--- src/rtl/mau_pkg.sv ---
package mau_pkg;

  typedef enum logic [1:0] {
    SZ_BYTE = 2'b00,
    SZ_HALF = 2'b01,
    SZ_WORD = 2'b10,
    SZ_WIDE = 2'b11
  } size_e;

  typedef enum logic [1:0] {
    FLT_NONE  = 2'b00,
    FLT_RANGE = 2'b01,
    FLT_ALIGN = 2'b10
  } fault_e;

  // Address beyond the legal space (unsigned compare, 33 bits wide).
  function automatic logic past_limit(input logic [31:0] addr, input logic [32:0] limit);
    return {1'b0, addr} >= limit;
  endfunction

  // Natural alignment rule per access size.
  function automatic logic off_grain(input logic [1:0] size, input logic [1:0] low);
    case (size)
      SZ_BYTE: return 1'b0;
      SZ_HALF: return low[0];
      default: return |low;
    endcase
  endfunction

  // Which byte lanes a write touches; lane k holds the byte at offset k.
  function automatic logic [3:0] lane_mask(input logic [1:0] size, input logic [1:0] off);
    case (size)
      SZ_BYTE: return 4'b0001 << off;
      SZ_HALF: return off[1] ? 4'b1100 : 4'b0011;
      default: return 4'b1111;
    endcase
  endfunction

  function automatic logic [31:0] swap4(input logic [31:0] v);
    return {v[7:0], v[15:8], v[23:16], v[31:24]};
  endfunction

  // Spread write data over lanes; the mask picks the lanes that are used.
  function automatic logic [31:0] spread(input logic [1:0] size, input logic be,
                                         input logic [31:0] wd);
    logic [7:0] first, second;
    first  = be ? wd[15:8] : wd[7:0];
    second = be ? wd[7:0]  : wd[15:8];
    case (size)
      SZ_BYTE: return {4{wd[7:0]}};
      SZ_HALF: return {second, first, second, first};
      default: return be ? swap4(wd) : wd;
    endcase
  endfunction

  // Collect read data from lanes into a right-aligned, extended value.
  function automatic logic [31:0] gather(input logic [1:0] size, input logic [1:0] off,
                                         input logic be, input logic sgn,
                                         input logic [31:0] lanes);
    logic [7:0]  b, first, second;
    logic [15:0] h;
    b      = lanes[8*off +: 8];
    first  = lanes[16*off[1] +: 8];
    second = lanes[16*off[1] + 8 +: 8];
    h      = be ? {first, second} : {second, first};
    case (size)
      SZ_BYTE: return {{24{sgn & b[7]}}, b};
      SZ_HALF: return {{16{sgn & h[15]}}, h};
      default: return be ? swap4(lanes) : lanes;
    endcase
  endfunction

endpackage

--- src/rtl/mau_check.sv ---
module mau_check
  import mau_pkg::*;
#(
  parameter longint unsigned MEM_BYTES = 64'd8388608
) (
  input  logic [31:0] addr,
  input  logic [1:0]  size,
  output logic        range_hit,
  output logic        align_hit,
  output logic [1:0]  fault
);
  localparam logic [32:0] LIMIT = 33'(MEM_BYTES);

  always_comb begin
    range_hit = past_limit(addr, LIMIT);
    align_hit = off_grain(size, addr[1:0]);
    if (range_hit)      fault = FLT_RANGE;
    else if (align_hit) fault = FLT_ALIGN;
    else                fault = FLT_NONE;
  end
endmodule

--- src/rtl/mau_lanes.sv ---
module mau_lanes
  import mau_pkg::*;
(
  input  logic [1:0]  size,
  input  logic [1:0]  off,
  input  logic        be,
  input  logic        sgn,
  input  logic [31:0] wdata,
  input  logic [31:0] rd_lanes,
  output logic [3:0]  wr_mask,
  output logic [31:0] wr_lanes,
  output logic [31:0] rd_value
);
  always_comb begin
    wr_mask  = lane_mask(size, off);
    wr_lanes = spread(size, be, wdata);
    rd_value = gather(size, off, be, sgn, rd_lanes);
  end
endmodule

--- src/rtl/mau_store.sv ---
module mau_store #(
  parameter int BANK_WORDS = 16,
  localparam int IDX_W = $clog2(BANK_WORDS)
) (
  input  logic             clk,
  input  logic [3:0]       we,
  input  logic [IDX_W-1:0] idx,
  input  logic [31:0]      wr_lanes,
  output logic [31:0]      rd_lanes
);
  for (genvar k = 0; k < 4; k++) begin : g_lane
    logic [7:0] cells [BANK_WORDS];
    always_ff @(posedge clk) begin
      if (we[k]) cells[idx] <= wr_lanes[8*k +: 8];
    end
    assign rd_lanes[8*k +: 8] = cells[idx];
  end
endmodule

--- src/rtl/mem_access_unit.sv ---
module mem_access_unit
  import mau_pkg::*;
#(
  parameter longint unsigned MEM_BYTES  = 64'd8388608,
  parameter int              BANK_WORDS = 16
) (
  input  logic        clk,
  input  logic        rst_n,
  input  logic        req_valid,
  input  logic        req_write,
  input  logic [1:0]  req_size,
  input  logic [31:0] req_addr,
  input  logic [31:0] req_wdata,
  input  logic        req_signed,
  input  logic        big_endian,
  output logic        rsp_valid,
  output logic [31:0] rsp_rdata,
  output logic [1:0]  rsp_fault
);
  localparam int IDX_W = $clog2(BANK_WORDS);

  // Named internal events for the assertions.
  logic        range_hit, align_hit;
  logic [1:0]  fault_now;
  logic        access_ok;
  logic [3:0]  lane_sel, store_we;
  logic [31:0] lanes_w, lanes_r, load_value;

  mau_check #(.MEM_BYTES(MEM_BYTES)) u_check (
    .addr(req_addr), .size(req_size),
    .range_hit(range_hit), .align_hit(align_hit), .fault(fault_now)
  );

  mau_lanes u_lanes (
    .size(req_size), .off(req_addr[1:0]), .be(big_endian), .sgn(req_signed),
    .wdata(req_wdata), .rd_lanes(lanes_r),
    .wr_mask(lane_sel), .wr_lanes(lanes_w), .rd_value(load_value)
  );

  assign access_ok = req_valid && (fault_now == FLT_NONE);
  assign store_we  = (access_ok && req_write) ? lane_sel : 4'b0000;

  mau_store #(.BANK_WORDS(BANK_WORDS)) u_store (
    .clk(clk), .we(store_we), .idx(req_addr[2 +: IDX_W]),
    .wr_lanes(lanes_w), .rd_lanes(lanes_r)
  );

  always_ff @(posedge clk) begin
    if (!rst_n) begin
      rsp_valid <= 1'b0;
      rsp_rdata <= '0;
      rsp_fault <= FLT_NONE;
    end else begin
      rsp_valid <= req_valid;
      rsp_fault <= req_valid ? fault_now : FLT_NONE;
      rsp_rdata <= (access_ok && !req_write) ? load_value : '0;
    end
  end

  p_rsp_follows_req_r1: assert property (@(posedge clk) disable iff (!rst_n)
    req_valid |=> rsp_valid);
  p_no_rsp_idle_r1: assert property (@(posedge clk) disable iff (!rst_n)
    !req_valid |=> !rsp_valid);
  p_range_first_r2: assert property (@(posedge clk) disable iff (!rst_n)
    (req_valid && range_hit) |=> (rsp_fault == FLT_RANGE));
  p_align_class_r3: assert property (@(posedge clk) disable iff (!rst_n)
    (req_valid && !range_hit && align_hit) |=> (rsp_fault == FLT_ALIGN));
  p_byte_clean_r4: assert property (@(posedge clk) disable iff (!rst_n)
    (req_valid && !range_hit && req_size == SZ_BYTE) |=> (rsp_fault == FLT_NONE));
  p_fault_no_store_r5: assert property (@(posedge clk) disable iff (!rst_n)
    (req_valid && req_write && (range_hit || align_hit)) |-> (store_we == 4'b0000));
  p_fault_zero_data_r6: assert property (@(posedge clk) disable iff (!rst_n)
    (rsp_valid && rsp_fault != FLT_NONE) |-> (rsp_rdata == 32'd0));
  p_write_zero_data_r6: assert property (@(posedge clk) disable iff (!rst_n)
    (req_valid && req_write) |=> (rsp_rdata == 32'd0));
  p_single_lane_r11: assert property (@(posedge clk) disable iff (!rst_n)
    (req_valid && req_size == SZ_BYTE) |-> $onehot0(store_we));
endmodule

--- config.mk ---
export PLATFORM = sky130hd
export DESIGN_NAME = mem_access_unit
export DESIGN_NICKNAME = d
export VERILOG_FILES = /design/src/rtl/mau_pkg.sv /design/src/rtl/mau_check.sv /design/src/rtl/mau_lanes.sv /design/src/rtl/mau_store.sv /design/src/rtl/mem_access_unit.sv
export SDC_FILE = /design/constraint.sdc
export NUM_CORES = 1
export LEC_CHECK = 0
export ABC_AREA = 0
export ABC_CLOCK_PERIOD_IN_PS = 2960
export BUFFER_PORTS_ARGS = -buffer_cell sky130_fd_sc_hd__buf_2
export CORE_UTILIZATION = 49
export CTS_CLUSTER_DIAMETER = 200
export CTS_CLUSTER_SIZE = 40
export DETAILED_ROUTE_END_ITERATION = 12
export GPL_TIMING_DRIVEN = 0
export PLACE_DENSITY_LB_ADDON = 0.2
export SYNTH_ARGS = -nofsm -noshare
export SYNTH_HDL_FRONTEND = slang
export SYNTH_HIERARCHICAL = 1
export SYNTH_SLANG_ARGS = --single-unit
--- constraint.sdc ---
create_clock -name clk -period 2.96 [get_ports clk]
set_input_delay 0.148 -clock clk [delete_from_list [all_inputs] [get_ports clk]]
set_output_delay 0.148 -clock clk [all_outputs]
set_load 0.005 [all_outputs]
==> impl_metrics.ini <==
[clock_network]
clk_pin_slew_worst_paths_ns = 0.14
cts_buffer_depth = 3
cts_sinks = 547
cts_made_buffers = 17
worstSkewPairLatency_ns = 0.57
ctsRootBufferMaster = clkbuf_16
tritoncts = built
htree_levels = 1

[finish]
fillers = 3613
area_growth_pct = 8.001
design_area_um2 = 24290
final_cell_mix = edfxtp_1, mux4_2, buf_2, a22oi_1, nor2_1
drive_gt1_share_pct = 23.74
nets = 1435
utilization_pct = 53.63
final_common_cell = edfxtp_1

[worst_setup_path]
start_kind = input pin
r2r_cells = 9
cp-end-kind = flop
critPathArrivalTime_ns = 3.37
cpMostUsedCell = clkbuf_1
critPathMaxStageDelay_ns = 0.77
slowest_stage = clkbuf_1
worst-path-max-fanout = 10
crit_type = in2reg
cp.required_ns = 3.47
path_cells = buf_2 -> and2_1 -> clkbuf_1 -> clkbuf_1 -> a22oi_1 -> nand2_1 -> mux2i_2 -> nor4b_2 -> o311ai_4 -> buf_4 -> o21ai_1 -> and3_1

[power_and_ir_drop]
peakVddDrop_mv = 0.3646
p_total_mw = 13.07
power.share.combinational_pct = 9.7
p_leak_nw = 7.995
powerDensity_nw_per_um2 = 538.3
pwr-share-clk_pct = 24.9
seqPwrFrac_pct = 65.5
swShare_pct = 22.84
switchingPower_mw = 2.986
internal_power_mw = 10.09

[synth]
synth_cells = 1246
synthesis.area_um2 = 22490
synth.avg_cell_area_um2 = 18.05
syn_nets = 1318
synth_warnings = 6

[route]
postRouteAntennaNets = 0
drt_pass1_iterations = 5
routedWlPerCell_um = 28.95
drc = 0
first_iter_violations = 1398
vias_per_cell = 6.268
num_vias = 12390
routed_wl_mm = 57.22

[timing]
finalClockSkew_ns = 0.01626
fin_crit_ns = 2.857
finalSetupViolCount = 0
min_period_over_period_pct = 96.51
fin_ws_ns = 0.1032
fmax_ghz = 0.3500
hold_violations = 0
relSlewSlack_pct = 6.406
rsz0062_at_grt = no
tightest_slew_ns = 1.404
final-max-slew-violation-count = 0
holdWs_ns = 0.03979

[run]
cap_viol_max_count = 0

[floorplanning]
core_um2 = 45280
row_count = 78
die-area_um2 = 46750
die_y_um = 216.2
num_io_pins = 107
initial_utilization_pct = 49.66
dieWidth_um = 216.2

[place]
gp_congestion = 0.9227
dp_hpwl_mm = 40.34
port_buffers = 87
post-place-ws_ns = -1.047
placed_cell_area_um2 = 23710

[worst_hold_path]
hold_class = in2reg
holdPathStages = 5

[status]
outcome = complete, no violations

[grt]
grt_antenna_before_repair = 9
grt.total_usage_pct = 24.59
grt_pass1_wl_mm = 82.21
overflow = 0
grt_max_degree = 42
grt_pass1_vias = 12170
## layout make-up
| cell class | count | area (µm²) | share of cell area, % |
|---|---|---|---|
| plain buffers | 89 | 466.7 | 1.922 |
| flip-flops and latches | 547 | 16080 | 66.19 |
| clock inverters | 1 | 16.27 | 0.06698 |
| well taps | 600 | 750.7 | 3.091 |
| inverters | 1 | 3.754 | 0.01546 |
| clock buffers | 28 | 466.7 | 1.922 |
| repair buffers | 98 | 529.3 | 2.179 |
| multi-input cells | 609 | 5969 | 24.58 |
| diodes | 3 | 7.507 | 0.03091 |
## worst max-delay path: cells and delay by family
| kind | cells | cell delay, ns |
|---|---|---|
| AO/OA/AOI/OAI | 3 | 0.50 |
| multiplexers | 1 | 0.16 |
| buffers and inverters | 4 | 1.54 |
| AND/OR/NAND/NOR | 4 | 1.00 |
## path summary, 6_finish.rpt
check | from | to | slack [ns]
max reg2reg | u_store/g_lane[3].cells[11][7] | rsp_rdata[23] | 0.19
min reg2reg | u_store/g_lane[0].cells[15][0] | rsp_rdata[24] | 1.14
max | req_addr[5] | rsp_rdata[18] | 0.10
min | req_addr[28] | rsp_fault[1] | 0.04
## power groups by stage
stage / Clock, mW / Combinational, mW / Sequential, mW
3_3_place_gp: 0 / 1.20 / 8.74
3_5_place_dp: 0 / 1.23 / 8.73
4_1_cts: 3.34 / 1.24 / 8.56
6_report: 3.25 / 1.26 / 8.56
2_1_floorplan: 0 / 0.734 / 8.73
5_1_grt: 3.54 / 1.34 / 8.56
## routing by layer
layer	wire (µm)	part of all wire [%]	global-route usage (%)
met3	5389	9.4	5.123
met1	23380	41	35.01
met5	60	0.10	0
met2	26470	46	38.12
met4	1918	3.4	8.099
## state kept, by name, summed over array words and instances, names as in the netlist
register / cells
rsp_fault: 2
rsp_rdata: 32
rsp_valid: 1
u_store/g_lane.cells: 512
## stage by stage
stage,TNS [ns],std cells
after global routing,0,1976
after floorplan,0,1246
after CTS,0,1970
final,0,1976
after detailed placement,-28.29,1938
after global placement,-30.20,1933
## timing repair
action,4_1_cts,5_1_grt
setup buffers,0,2
endpoints found under the hold margin,3,0
gates resized for setup,5,5
pin swaps,0,1
setup endpoints to repair,23,10
hold buffers,3,0
Note: power is estimated with default switching activity, not from simulation.
